$ cat src/rtl/z80map_pkg.sv
// Package z80map_pkg
// Shared target encoding for the Z80 address remapper.
// Assumes a 16-bit Z80 address bus; values other than those listed never occur.
package z80map_pkg;

    typedef enum logic [2:0] {
        T_NONE      = 3'd0,
        T_HOST_RAM  = 3'd1,
        T_PRIV      = 3'd2,
        T_BANK_WIN  = 3'd3,
        T_CARD_ROM  = 3'd4,
        T_ZP_SHADOW = 3'd5,
        T_HOST_IO   = 3'd6,
        T_BANK_REG  = 3'd7
    } tgt_e;

    localparam int NUM_TGT = 7;

endpackage

$ cat src/rtl/z80_cycle_qual.sv
// Module z80_cycle_qual
// Classifies the current Z80 bus state as a memory cycle, an I/O cycle or neither.
// Assumes: active-low Z80 strobes. A cycle needs RD or WR low, which excludes
// refresh. An I/O cycle needs M1 high, which excludes interrupt acknowledge.
module z80_cycle_qual (
    input  logic mreq_n,
    input  logic iorq_n,
    input  logic rd_n,
    input  logic wr_n,
    input  logic m1_n,
    output logic mem_cyc,
    output logic io_cyc
);
    logic strobe_on;

    // Purpose: flag a real data transfer and split it by request type.
    always_comb begin
        strobe_on = !rd_n || !wr_n;
        mem_cyc   = !mreq_n && iorq_n && strobe_on;
        io_cyc    = !iorq_n && mreq_n && m1_n && strobe_on;
    end
endmodule

$ cat src/rtl/z80_region_dec.sv
// Module z80_region_dec
// Maps a qualified Z80 cycle to a target and a translated address.
// Assumes mem_cyc and io_cyc are never both 1 (guaranteed by z80_cycle_qual).
module z80_region_dec
    import z80map_pkg::*;
#(
    parameter int          ADDR_W    = 16,
    parameter logic [7:0]  IO_PAGE   = 8'h9F,
    parameter int          CARD_BITS = 14,
    parameter int          WIN_BITS  = 13
) (
    input  logic [ADDR_W-1:0] addr,
    input  logic              mem_cyc,
    input  logic              io_cyc,
    output tgt_e              tgt,
    output logic [ADDR_W-1:0] xaddr
);
    localparam int CARD_TAG_W = ADDR_W - CARD_BITS;
    localparam int WIN_TAG_W  = ADDR_W - WIN_BITS;
    localparam logic [CARD_TAG_W-1:0] CARD_TAG = '1;
    localparam logic [WIN_TAG_W-1:0]  WIN_TAG  = WIN_TAG_W'(5);

    logic [7:0] port;

    // Purpose: pick a target and form the address it sees.
    always_comb begin
        port  = addr[7:0];
        tgt   = T_NONE;
        xaddr = '0;
        if (mem_cyc) begin
            if (addr[ADDR_W-1:1] == '0) begin
                tgt   = T_ZP_SHADOW;
                xaddr = ADDR_W'(addr[0]);
            end else if (addr[ADDR_W-1 -: CARD_TAG_W] == CARD_TAG) begin
                tgt   = T_CARD_ROM;
                xaddr = ADDR_W'(addr[CARD_BITS-1:0]);
            end else if (addr[ADDR_W-1 -: WIN_TAG_W] == WIN_TAG) begin
                tgt   = T_BANK_WIN;
                xaddr = addr;
            end else if (addr[ADDR_W-1 -: 8] == IO_PAGE) begin
                tgt   = T_PRIV;
                xaddr = ADDR_W'(port);
            end else begin
                tgt   = T_HOST_RAM;
                xaddr = addr;
            end
        end else if (io_cyc) begin
            if (port[7:1] == 7'h7F) begin
                tgt   = T_BANK_REG;
                xaddr = ADDR_W'(port[0]);
            end else begin
                tgt   = T_HOST_IO;
                xaddr = ADDR_W'({IO_PAGE, port});
            end
        end
    end
endmodule

$ cat src/rtl/bank_pin_reg.sv
// Module bank_pin_reg
// Holds the host bank page pinned behind the Z80 banked-RAM window.
// Assumes only the host drives cfg_we; loads are accepted only while the
// Z80 does not hold the grant.
module bank_pin_reg #(
    parameter int BANK_W = 8
) (
    input  logic              clk,
    input  logic              rst_n,
    input  logic              we,
    input  logic              grant,
    input  logic [BANK_W-1:0] din,
    output logic [BANK_W-1:0] q
);
    // Purpose: reset to page 0, load on a host write outside the grant.
    always_ff @(posedge clk) begin
        if (!rst_n)
            q <= '0;
        else if (we && !grant)
            q <= din;
    end
endmodule

$ cat src/rtl/z80_remap_top.sv
// Module z80_remap_top
// Top of the Z80 address remapper: qualifies cycles, decodes regions,
// drives one-hot selects, the translated address, the bank page and gated strobes.
// Assumes the Z80 never asserts MREQ and IORQ together; all outputs idle without the grant.
module z80_remap_top
    import z80map_pkg::*;
#(
    parameter int         ADDR_W  = 16,
    parameter int         BANK_W  = 8,
    parameter logic [7:0] IO_PAGE = 8'h9F
) (
    input  logic              clk,
    input  logic              rst_n,
    input  logic [ADDR_W-1:0] z_addr,
    input  logic              z_mreq_n,
    input  logic              z_iorq_n,
    input  logic              z_rd_n,
    input  logic              z_wr_n,
    input  logic              z_m1_n,
    input  logic              z_grant,
    input  logic              cfg_we,
    input  logic [BANK_W-1:0] cfg_data,
    output logic              sel_host_ram,
    output logic              sel_priv_ram,
    output logic              sel_bank_win,
    output logic              sel_card_rom,
    output logic              sel_zp_shadow,
    output logic              sel_host_io,
    output logic              sel_bank_reg,
    output logic [ADDR_W-1:0] map_addr,
    output logic [BANK_W-1:0] bank_page,
    output logic              out_rd_n,
    output logic              out_wr_n
);
    logic              mem_cyc;
    logic              io_cyc;
    tgt_e              tgt;
    logic [ADDR_W-1:0] xaddr;
    logic [BANK_W-1:0] pinned_bank;
    logic [NUM_TGT-1:0] sel_vec;
    logic              any_sel;

    z80_cycle_qual u_qual (
        .mreq_n  (z_mreq_n),
        .iorq_n  (z_iorq_n),
        .rd_n    (z_rd_n),
        .wr_n    (z_wr_n),
        .m1_n    (z_m1_n),
        .mem_cyc (mem_cyc),
        .io_cyc  (io_cyc)
    );

    z80_region_dec #(
        .ADDR_W  (ADDR_W),
        .IO_PAGE (IO_PAGE)
    ) u_dec (
        .addr    (z_addr),
        .mem_cyc (mem_cyc),
        .io_cyc  (io_cyc),
        .tgt     (tgt),
        .xaddr   (xaddr)
    );

    bank_pin_reg #(
        .BANK_W (BANK_W)
    ) u_bank (
        .clk   (clk),
        .rst_n (rst_n),
        .we    (cfg_we),
        .grant (z_grant),
        .din   (cfg_data),
        .q     (pinned_bank)
    );

    // One select per target code, gated by the bus grant.
    for (genvar t = 1; t <= NUM_TGT; t++) begin : g_sel
        assign sel_vec[t-1] = z_grant && (tgt == tgt_e'(t));
    end

    // Purpose: fan the select vector out to named ports.
    always_comb begin
        sel_host_ram  = sel_vec[T_HOST_RAM  - 1];
        sel_priv_ram  = sel_vec[T_PRIV      - 1];
        sel_bank_win  = sel_vec[T_BANK_WIN  - 1];
        sel_card_rom  = sel_vec[T_CARD_ROM  - 1];
        sel_zp_shadow = sel_vec[T_ZP_SHADOW - 1];
        sel_host_io   = sel_vec[T_HOST_IO   - 1];
        sel_bank_reg  = sel_vec[T_BANK_REG  - 1];
        any_sel       = |sel_vec;
    end

    // Purpose: force address, page and strobes idle when nothing is selected.
    always_comb begin
        map_addr  = any_sel ? xaddr : '0;
        bank_page = sel_bank_win ? pinned_bank : '0;
        out_rd_n  = any_sel ? z_rd_n : 1'b1;
        out_wr_n  = any_sel ? z_wr_n : 1'b1;
    end
endmodule

$ cat config.mk
export PLATFORM = sky130hd
export DESIGN_NAME = z80_remap_top
export DESIGN_NICKNAME = d
export VERILOG_FILES = /design/src/rtl/z80map_pkg.sv /design/src/rtl/z80_cycle_qual.sv /design/src/rtl/z80_region_dec.sv /design/src/rtl/bank_pin_reg.sv /design/src/rtl/z80_remap_top.sv
export SDC_FILE = /design/constraint.sdc
export NUM_CORES = 1
export LEC_CHECK = 0
export BUFFER_PORTS_ARGS = -buffer_cell sky130_fd_sc_hd__buf_2
export CAP_MARGIN = 20
export CORE_MARGIN = 5
export CORE_UTILIZATION = 37
export CTS_CLUSTER_DIAMETER = 40
export CTS_CLUSTER_SIZE = 8
export DETAILED_ROUTE_END_ITERATION = 6
export PLACE_DENSITY = 0.73
export SKIP_CTS_REPAIR_TIMING = 1
export SYNTH_ARGS = -nofsm -noshare
export SYNTH_HDL_FRONTEND = slang
export SYNTH_HIERARCHICAL = 1
export SYNTH_SLANG_ARGS = --single-unit
$ cat constraint.sdc
create_clock -name clk -period 1.9 [get_ports clk]
set_input_delay 0.095 -clock clk [delete_from_list [all_inputs] [get_ports clk]]
set_output_delay 0.095 -clock clk [all_outputs]
set_load 0.005 [all_outputs]
=== After elaboration in Yosys (flattened, before gate mapping) ===
Cells that the tools add are included.

* Word-level logic and storage cells: 51
* Memories kept: 0
* Bits of input ports: 33
* Latch bits: 0
* ROM bits: 0
* RAM bits: 0
* Flip-flop bits (word level): 8
* Output and inout bits: 33

* $mul: 0
* Shift-type cells: 0
* Bitwise gates (word level): 0
* Reductions and logical operators: 21
* Magnitude comparators: 0
* Eq/ne operators: 11
* Mux-type cells: 18
* Add/subtract/negate cells: 0
* Divide/modulo/power cells: 0

{| class="wikitable"
|+ Operators with widths
! cell !! count
|-
| two-way mux 16 bit || 8
|-
| == test 3 bit, second input constant || 5
|-
| zero test 15 bit || 1
|-
| two-way mux 3 bit || 5
|-
| logical AND 1 bit || 13
|-
| == test 8 bit, second input constant || 1
|-
| two-way mux 8 bit || 1
|-
| == test 7 bit, second input constant || 1
|-
| OR reduction 7 bit || 1
|-
| == test 3 x 2 -> 1 bit, second input constant || 2
|-
| zero test 1 bit || 5
|-
| == test 3 x 1 -> 1 bit, second input constant || 1
|-
| two-way mux 1 bit || 3
|-
| == test 2 bit, second input constant || 1
|-
| two-way mux 2 bit || 1
|-
| logical OR 1 bit || 1
|}

=== Logic depth before layout (Yosys ltp) ===
Gate-level depths: netlist of the first run.

* Depth in word-level cells: 10
* Gate-level depth with buffers: 9
* Gate-level depth less buffers: 7

=== Cells and area by module ===
Netlist of the first run, hierarchy kept.

{| class="wikitable"
|+ Modules (own cells, without submodules)
! module !! instances !! sequential area each (um2) !! cells an instance !! area each (um2)
|-
| bank_pin_reg || 1 || 160.2 || 36 || 330.3
|-
| z80_region_dec || 1 || 0.0 || 46 || 307.8
|-
| z80_remap_top || 1 || 0.0 || 44 || 266.5
|-
| z80_cycle_qual || 1 || 0.0 || 4 || 32.5
|}

=== Least setup slack after synthesis of the first run ===
OpenSTA, ideal clock, no wires.

* Kind: input-to-output
* Start point: input port z_iorq_n
* End point: output port bank_page[0]
* Arrival: 1801 ps
* Path buffers: 1
* Data required time: 1805 ps
* Cell stages on the path: 8
* Setup slack: 4 ps
* Cells stage by stage: inv_1 a211oi_2 inv_1 a41o_2 o32ai_2 and4b_1 clkbuf_1 and2_1

* Elaborated cells between the ends (all ways): 11
* Those cells by class: eq/ne: 1; mux: 3; reduce/logical: 7

{| class="wikitable"
|+ RTL lines
! what !! RTL line !! text
|-
| start, declared || z80_remap_top.sv:16 || <nowiki>input logic z_iorq_n,</nowiki>
|-
| logical AND 1 bit (2 in a row) || z80_cycle_qual.sv:19 || <nowiki>mem_cyc = !mreq_n && iorq_n && strobe_on;</nowiki>
|-
| named net mem_cyc || z80_remap_top.sv:35 || <nowiki>logic mem_cyc;</nowiki>
|-
| two-way mux 3 bit || z80_region_dec.sv:30 || <nowiki>if (mem_cyc) begin</nowiki>
|-
| named net tgt[1] || z80_remap_top.sv:37 || <nowiki>tgt_e tgt;</nowiki>
|-
| == test 3 x 2 -> 1 bit || z80_remap_top.sv:77 || <nowiki>assign sel_vec[t-1] = z_grant && (tgt == tgt_e'(t));</nowiki>
|-
| logical AND 1 bit || z80_remap_top.sv:77 ||
|-
| named net sel_bank_win || z80_remap_top.sv:25 || <nowiki>output logic sel_bank_win,</nowiki>
|-
| two-way mux 8 bit || z80_remap_top.sv:95 || <nowiki>bank_page = sel_bank_win ? pinned_bank : '0;</nowiki>
|-
| end, declared || z80_remap_top.sv:31 || <nowiki>output logic [BANK_W-1:0] bank_page,</nowiki>
|}

The timed path passes the listed nets, and every way through them passes these cells.

=== Final worst setup path of the first run ===
* Start point: input port z_rd_n
* End point: output port map_addr[13]

* Elaborated cells between the ends (all ways): 24
* Those cells by class: eq/ne: 7; mux: 5; reduce/logical: 12

{| class="wikitable"
|+ RTL lines
! what !! RTL line !! text
|-
| start, declared || z80_remap_top.sv:17 || <nowiki>input logic z_rd_n,</nowiki>
|-
| zero test 1 bit (*) || z80_cycle_qual.sv:18 || <nowiki>strobe_on = !rd_n || !wr_n;</nowiki>
|-
| logical OR 1 bit (*) || z80_cycle_qual.sv:18 ||
|-
| logical AND 1 bit (*) || z80_cycle_qual.sv:19 ||
|-
| named net mem_cyc || z80_remap_top.sv:35 ||
|-
| two-way mux 3 bit (*) || z80_region_dec.sv:30 ||
|-
| named net tgt[2] || z80_remap_top.sv:37 ||
|-
| == test 3 x 1 -> 1 bit (tied with other cells) || z80_remap_top.sv:77 ||
|-
| logical AND 1 bit || z80_remap_top.sv:77 ||
|-
| OR reduction 7 bit (*) || z80_remap_top.sv:89 || <nowiki>any_sel = |sel_vec;</nowiki>
|-
| two-way mux 16 bit (*) || z80_remap_top.sv:94 || <nowiki>map_addr = any_sel ? xaddr : '0;</nowiki>
|-
| end, declared || z80_remap_top.sv:30 || <nowiki>output logic [ADDR_W-1:0] map_addr,</nowiki>
|}

The timed path passes the listed nets; every way through them passes the cells marked *.

==> impl_metrics.env, run 1 <==
export IMPL_fp_dieH_microns=60.3
export IMPL_ioPinCount=66
export IMPL_clock_sinks=8
export IMPL_crit_fanout=5
export IMPL_hold_slack_ps=92.5
export IMPL_drtAntennaViolNets=0
export IMPL_synth_top_family_by_area="simple AND/OR/NAND/NOR gates"
export IMPL_path_cells="buf_8 > a211oi_4 > inv_2 > a41o_4 > a2bb2oi_2 > or3_4 > buf_6 > and3_4 > buf_6"
export IMPL_largest_reg_flops=8
export IMPL_rsz0062_at_grt="yes"
export IMPL_dp_slack_ps=-7.28
export IMPL_grtUsageMet1=0.171
export IMPL_setup_tns_ps=0
export IMPL_critical_path_buf_inv_count=4
export IMPL_io_buffers=65
export IMPL_largestRegisters="u_bank/q x8"
export IMPL_synth_fa_ha_area_frac=0
export IMPL_status="complete, no violations"
export IMPL_hpwl_mm=2.40
export IMPL_synth_seq_cells=8
export IMPL_synth_simple_area_share=0.431
export IMPL_synth_top_area_share=0.171
export IMPL_final_hold_viol_count=0
export IMPL_maxSlewViolCount=0
export IMPL_grt_max_degree=23
export IMPL_muxShareOfSynthArea=0.0854
export IMPL_yosys_top_cells_area="dfxtp_1, and3_1, nand2_1"
export IMPL_cts_tree="done"
export IMPL_n_antenna_cell=0
export IMPL_syn_area_per_cell_sq_um=7.21
export IMPL_core_area_sq_um=2450
export IMPL_grt_pass1_wl_mm=4.50
export IMPL_clk_latency_ps=250
export IMPL_synth_nets=163
export IMPL_critPathRequiredTime_ps=1800
export IMPL_clockBufferDepth=2
export IMPL_htree_num_levels=1
export IMPL_overflow=0
export IMPL_power_density_nw_per_um2=344
export IMPL_arrival_ps=1800
export IMPL_design_area_sq_um=1640
export IMPL_nNetsFinal=240
export IMPL_wl_mm=3.47
export IMPL_ys_warn_count=6
export IMPL_yosysTopAreaCell="dfxtp_1"
export IMPL_cts_clk_slew_worst_paths_ps=50
export IMPL_vias=1280
export IMPL_syn_inst=130
export IMPL_synth_edff_count=0
export IMPL_area_growth_pct=75.2
export IMPL_yosys_area_share_xor_xnor=0
export IMPL_gr_usage_all_layers=0.158
export IMPL_top_register="u_bank/q"
export IMPL_dpl_instance_area_sq_um=1310
export IMPL_dr_pass1_iters=4
export IMPL_period_share=0.995
export IMPL_initial_core_util=0.382
export IMPL_async_reset_ff_frac=0
export IMPL_worstHoldPathType="input pin to register"
export IMPL_crit_slowest_cell="or3_4"
export IMPL_synth_seq_area_share=0.171
export IMPL_cpMostUsedCell="buf_6"
export IMPL_cts_root_buf="clkbuf_4"
export IMPL_crit_family="compound AO/OA/AOI/OAI gates"
export IMPL_leakage_nw=0.765
export IMPL_dieArea_sq_um=3640
export IMPL_drive_above_1_share=0.546
export IMPL_drt_iter0_markers=103
export IMPL_synth_most_common_cell="nand2_1"
export IMPL_critPathKind="input pin to output pin"
export IMPL_maxCapViolCount=0
export IMPL_synth_cell_types=35
export IMPL_slowest_delay_ps=430
export IMPL_antenna_found_initial=0
export IMPL_wl_per_cell_microns=14.8
export IMPL_synth_compound_area_frac=0.218
export IMPL_finalWeightedCongestion=0.890
export IMPL_via_per_inst=5.45
export IMPL_setup_violations=0
export IMPL_ir_drop_mv=0.560
export IMPL_drc=0
export IMPL_period_minus_slack_ps=1890
export IMPL_grt_met3_usage=0.0281
export IMPL_grt_pass1_vias=1123
export IMPL_setup_ws_ps=8.64
export IMPL_endpoint_kind="output pin"
export IMPL_maxSlewHeadroom=0.438
export IMPL_skew_ps=0
export IMPL_cts_buffers=3
export IMPL_fp_dieW_microns=60.3
export IMPL_fmax_mhz=529
export IMPL_use_met2=0.299
export IMPL_synth_common_cells="nand2_1, and3_1, and2_1"
export IMPL_tightest_slew_ps=838
export IMPL_syn_area_sq_um=937
export IMPL_start_kind="input pin"
export IMPL_power_uw=564
export IMPL_busiest_layer="met2"
export IMPL_synth_ff_type="dfxtp_1"
export IMPL_rows=18
==> layout make-up <==
cell class	count	area (sq um)
Inverter	4	15.0
Sequential cell	8	160
Multi-Input combinational cell	109	820
Clock buffer	3	22.5
Tap cell	30	37.5
Timing Repair Buffer	81	587
Fill cell	212	813
==> layer usage <==
metal  up-vias  share of wire
li1        618              -
met1       583           0.36
met2        75           0.53
met3         4           0.10
met4         0         0.0084
met5         -              0
==> worst paths after layout <==
path	from	endpoint	slack (ps)	cells after the start
min reg2reg	u_bank/q[7]$_SDFFE_PN0P_	u_bank/q[7]$_SDFFE_PN0P_	450	2
max	z_rd_n	map_addr[13]	9	9
max reg2reg	u_bank/q[6]$_SDFFE_PN0P_	u_bank/q[6]$_SDFFE_PN0P_	1290	2
min	cfg_data[5]	u_bank/q[5]$_SDFFE_PN0P_	90	3
==> metrics by stage <==
| step | instances | util |
|---|---|---|
| final | 235 | 0.669 |
| after global routing | 235 | 0.669 |
| after CTS | 229 | 0.542 |
| after detailed placement | 226 | 0.533 |
| after global placement | 226 | 0.533 |
| after floorplan | 130 | - |
==> cells by family after synthesis <==
group	after synthesis
DFF	8
buffers and inverters	14
AOI/OAI and AO/OA	27
and+or+nand+nor	73
muxes	8
==> cell usage in the layout (no fill, tap or decap), drive strengths merged, types with 2 or more instances in the layout <==
cell	n
nand4	2
nor4	3
nor2	7
nand3b	2
and2	9
and4b	2
nor2b	2
and3	16
clkbuf	3
nand2	22
a21boi	7
dfxtp	8
nand2b	2
buf	81
inv	4
o21ai	11
a211oi	2
nor3	2
mux2i	8
==> worst reg2reg max path, stage by stage, from the launching register on <==
cell     delay, ps
dfxtp_1        340
nand2_1         50
mux2i_1        140
==> where the power goes <==
| part | internal [mW] | switching (mW) | leakage (nW) |
|---|---|---|---|
| Combinational | 0.133 | 0.121 | 0.686 |
| Sequential | 0.177 | 0.00382 | 0.0655 |
| Clock | 0.0723 | 0.0573 | 0.0138 |
Note: power is estimated with default switching activity, not from simulation.
==> run 2, diff against run 1 <==
--- a/config.mk
+++ b/config.mk
@@ -8,11 +8,12 @@
 export BUFFER_PORTS_ARGS = -buffer_cell sky130_fd_sc_hd__buf_2
 export CAP_MARGIN = 20
 export CORE_MARGIN = 5
-export CORE_UTILIZATION = 37
+export CORE_UTILIZATION = 38
+export CTS_BUF_LIST = sky130_fd_sc_hd__clkbuf_4
 export CTS_CLUSTER_DIAMETER = 40
 export CTS_CLUSTER_SIZE = 8
 export DETAILED_ROUTE_END_ITERATION = 6
-export PLACE_DENSITY = 0.73
+export PLACE_DENSITY = 0.75
 export SKIP_CTS_REPAIR_TIMING = 1
 export SYNTH_ARGS = -nofsm -noshare
 export SYNTH_HDL_FRONTEND = slang
==> impl_metrics.env, run 2 (synthesized netlist as in run 1, its figures left out) <==
export IMPL_fin_cells=235
export IMPL_dp_cells=227
export IMPL_period_share=0.994
export IMPL_nNetsFinal=240
export IMPL_maxSlewHeadroom=0.486
export IMPL_fp_dieH_microns=59.7
export IMPL_design_area_sq_um=1630
export IMPL_finalWeightedCongestion=0.863
export IMPL_p_int_uw=377
export IMPL_io_buffers=65
export IMPL_p_clk_frac=0.232
export IMPL_crit_slowest_cell="or3_4"
export IMPL_n_antenna_cell=0
export IMPL_combPwrFrac=0.442
export IMPL_arrival_ps=1790
export IMPL_dpl_instance_area_sq_um=1320
export IMPL_path_cells="buf_2 > nor4_1 > a41o_2 > o32ai_4 > or3_4 > buf_6 > and3_4 > buf_6"
export IMPL_antenna_found_initial=0
export IMPL_drt_iter0_markers=28
export IMPL_initial_core_util=0.389
export IMPL_period_minus_slack_ps=1890
export IMPL_gr_usage_all_layers=0.148
export IMPL_skew_ps=0
export IMPL_core_area_sq_um=2410
export IMPL_hpwl_mm=2.26
export IMPL_pwr_share_seq=0.325
export IMPL_mostFrequentLayoutCells="buf_2, nand2_1, buf_6"
export IMPL_wl_per_cell_microns=14.3
export IMPL_ir_drop_mv=0.437
export IMPL_grt_max_degree=23
export IMPL_slowest_delay_ps=440
export IMPL_cts_tree="done"
export IMPL_clockBufferDepth=2
export IMPL_drive_above_1_share=0.546
export IMPL_critical_path_buf_inv_count=3
export IMPL_final_common_cell="buf_2"
export IMPL_maxSlewViolCount=0
export IMPL_ioPinCount=66
export IMPL_critPathKind="input pin to output pin"
export IMPL_cts_buffers=3
export IMPL_worstHoldPathType="input pin to register"
export IMPL_rows=18
export IMPL_status="complete, no violations"
export IMPL_power_density_nw_per_um2=340
export IMPL_fillers=197
export IMPL_final_hold_viol_count=0
export IMPL_crit_fanout=7
export IMPL_vias=1255
export IMPL_cpMostUsedCell="buf_6"
export IMPL_clock_sinks=8
export IMPL_sw_frac_of_total=0.321
export IMPL_cts_clk_slew_worst_paths_ps=50
export IMPL_top_register="u_bank/q"
export IMPL_switchingPower_uw=179
export IMPL_hold_slack_ps=81.1
export IMPL_start_kind="input pin"
export IMPL_via_per_inst=5.34
export IMPL_dp_slack_ps=17.6
export IMPL_area_growth_pct=74.4
export IMPL_endpoint_kind="output pin"
export IMPL_setup_violations=0
export IMPL_largest_reg_flops=8
export IMPL_grt_pass1_vias=1052
export IMPL_drtAntennaViolNets=0
export IMPL_crit_family="simple AND/OR/NAND/NOR gates"
export IMPL_overflow=0
export IMPL_htree_num_levels=1
export IMPL_drc=0
export IMPL_cts_root_buf="clkbuf_4"
export IMPL_fp_dieW_microns=59.7
export IMPL_power_uw=556
export IMPL_leakage_nw=0.763
export IMPL_largestRegisters="u_bank/q x8"
export IMPL_grt_pass1_wl_mm=4.20
export IMPL_rsz0062_at_grt="yes"
export IMPL_tightest_slew_ps=765
export IMPL_clk_latency_ps=260
export IMPL_setup_ws_ps=11.0
export IMPL_dieArea_sq_um=3560
export IMPL_fmax_mhz=529
export IMPL_wl_mm=3.37
export IMPL_dr_pass1_iters=4
export IMPL_maxCapViolCount=0
export IMPL_critPathRequiredTime_ps=1800
==> run 2: cell count changes in the layout (fill, tap and decap cells not counted) <==
cell / delta
a41o_2: +1
a41o_4: -1
buf_4: +1
buf_6: -1
inv_1: +1
inv_2: -1
nor4_1: -1
nor4_2: +1
==> run 2: routing by layer <==
metal / up-vias / share of wire / track usage
met5: - / 0 / 0
met3: 7 / 0.099 / 0.0281
met4: 0 / 0.025 / 0.0823
met1: 568 / 0.38 / 0.177
met2: 63 / 0.50 / 0.245
li1: 617 / - / -
==> run 2: power by group through the flow <==
stage                     sequential, mW  combinational, mW  clock [mW]
final                              0.181              0.246       0.129
after global routing               0.181              0.266       0.147
after CTS                          0.181              0.182       0.138
after detailed placement           0.184              0.182           0
after global placement             0.184              0.180           0
after floorplan                    0.183              0.108           0
==> run 2: cell type report <==
type / count / area [sq um] / share of cell area
Sequential cell: 8 / 160 / 0.0980
Inverter: 4 / 15.0 / 0.00919
Timing Repair Buffer: 81 / 583 / 0.357
Clock buffer: 3 / 22.5 / 0.0138
Tap cell: 30 / 37.5 / 0.0230
Multi-Input combinational cell: 109 / 816 / 0.499
==> run 2: path summary, 6_finish.rpt <==
path	from	end	slack (ps)	cells past startpoint
max	z_addr[10]	map_addr[13]	10	8
min	cfg_data[1]	u_bank/q[1]$_SDFFE_PN0P_	80	3
max reg2reg	u_bank/q[0]$_SDFFE_PN0P_	u_bank/q[0]$_SDFFE_PN0P_	1330	2
min reg2reg	u_bank/q[3]$_SDFFE_PN0P_	u_bank/q[3]$_SDFFE_PN0P_	450	2
==> run 2: worst register-to-register path, cell delays in order, from the launching register on <==
cell and delay (ps):
dfxtp_1 330, nand2_1 50, mux2i_1 120
==> run 2: stage by stage <==
step                      utilization  setup TNS, ps
after floorplan                     -              0
after global placement          0.546              0
after detailed placement        0.546              0
after CTS                       0.556              0
after global routing            0.678           -397
final                           0.678              0
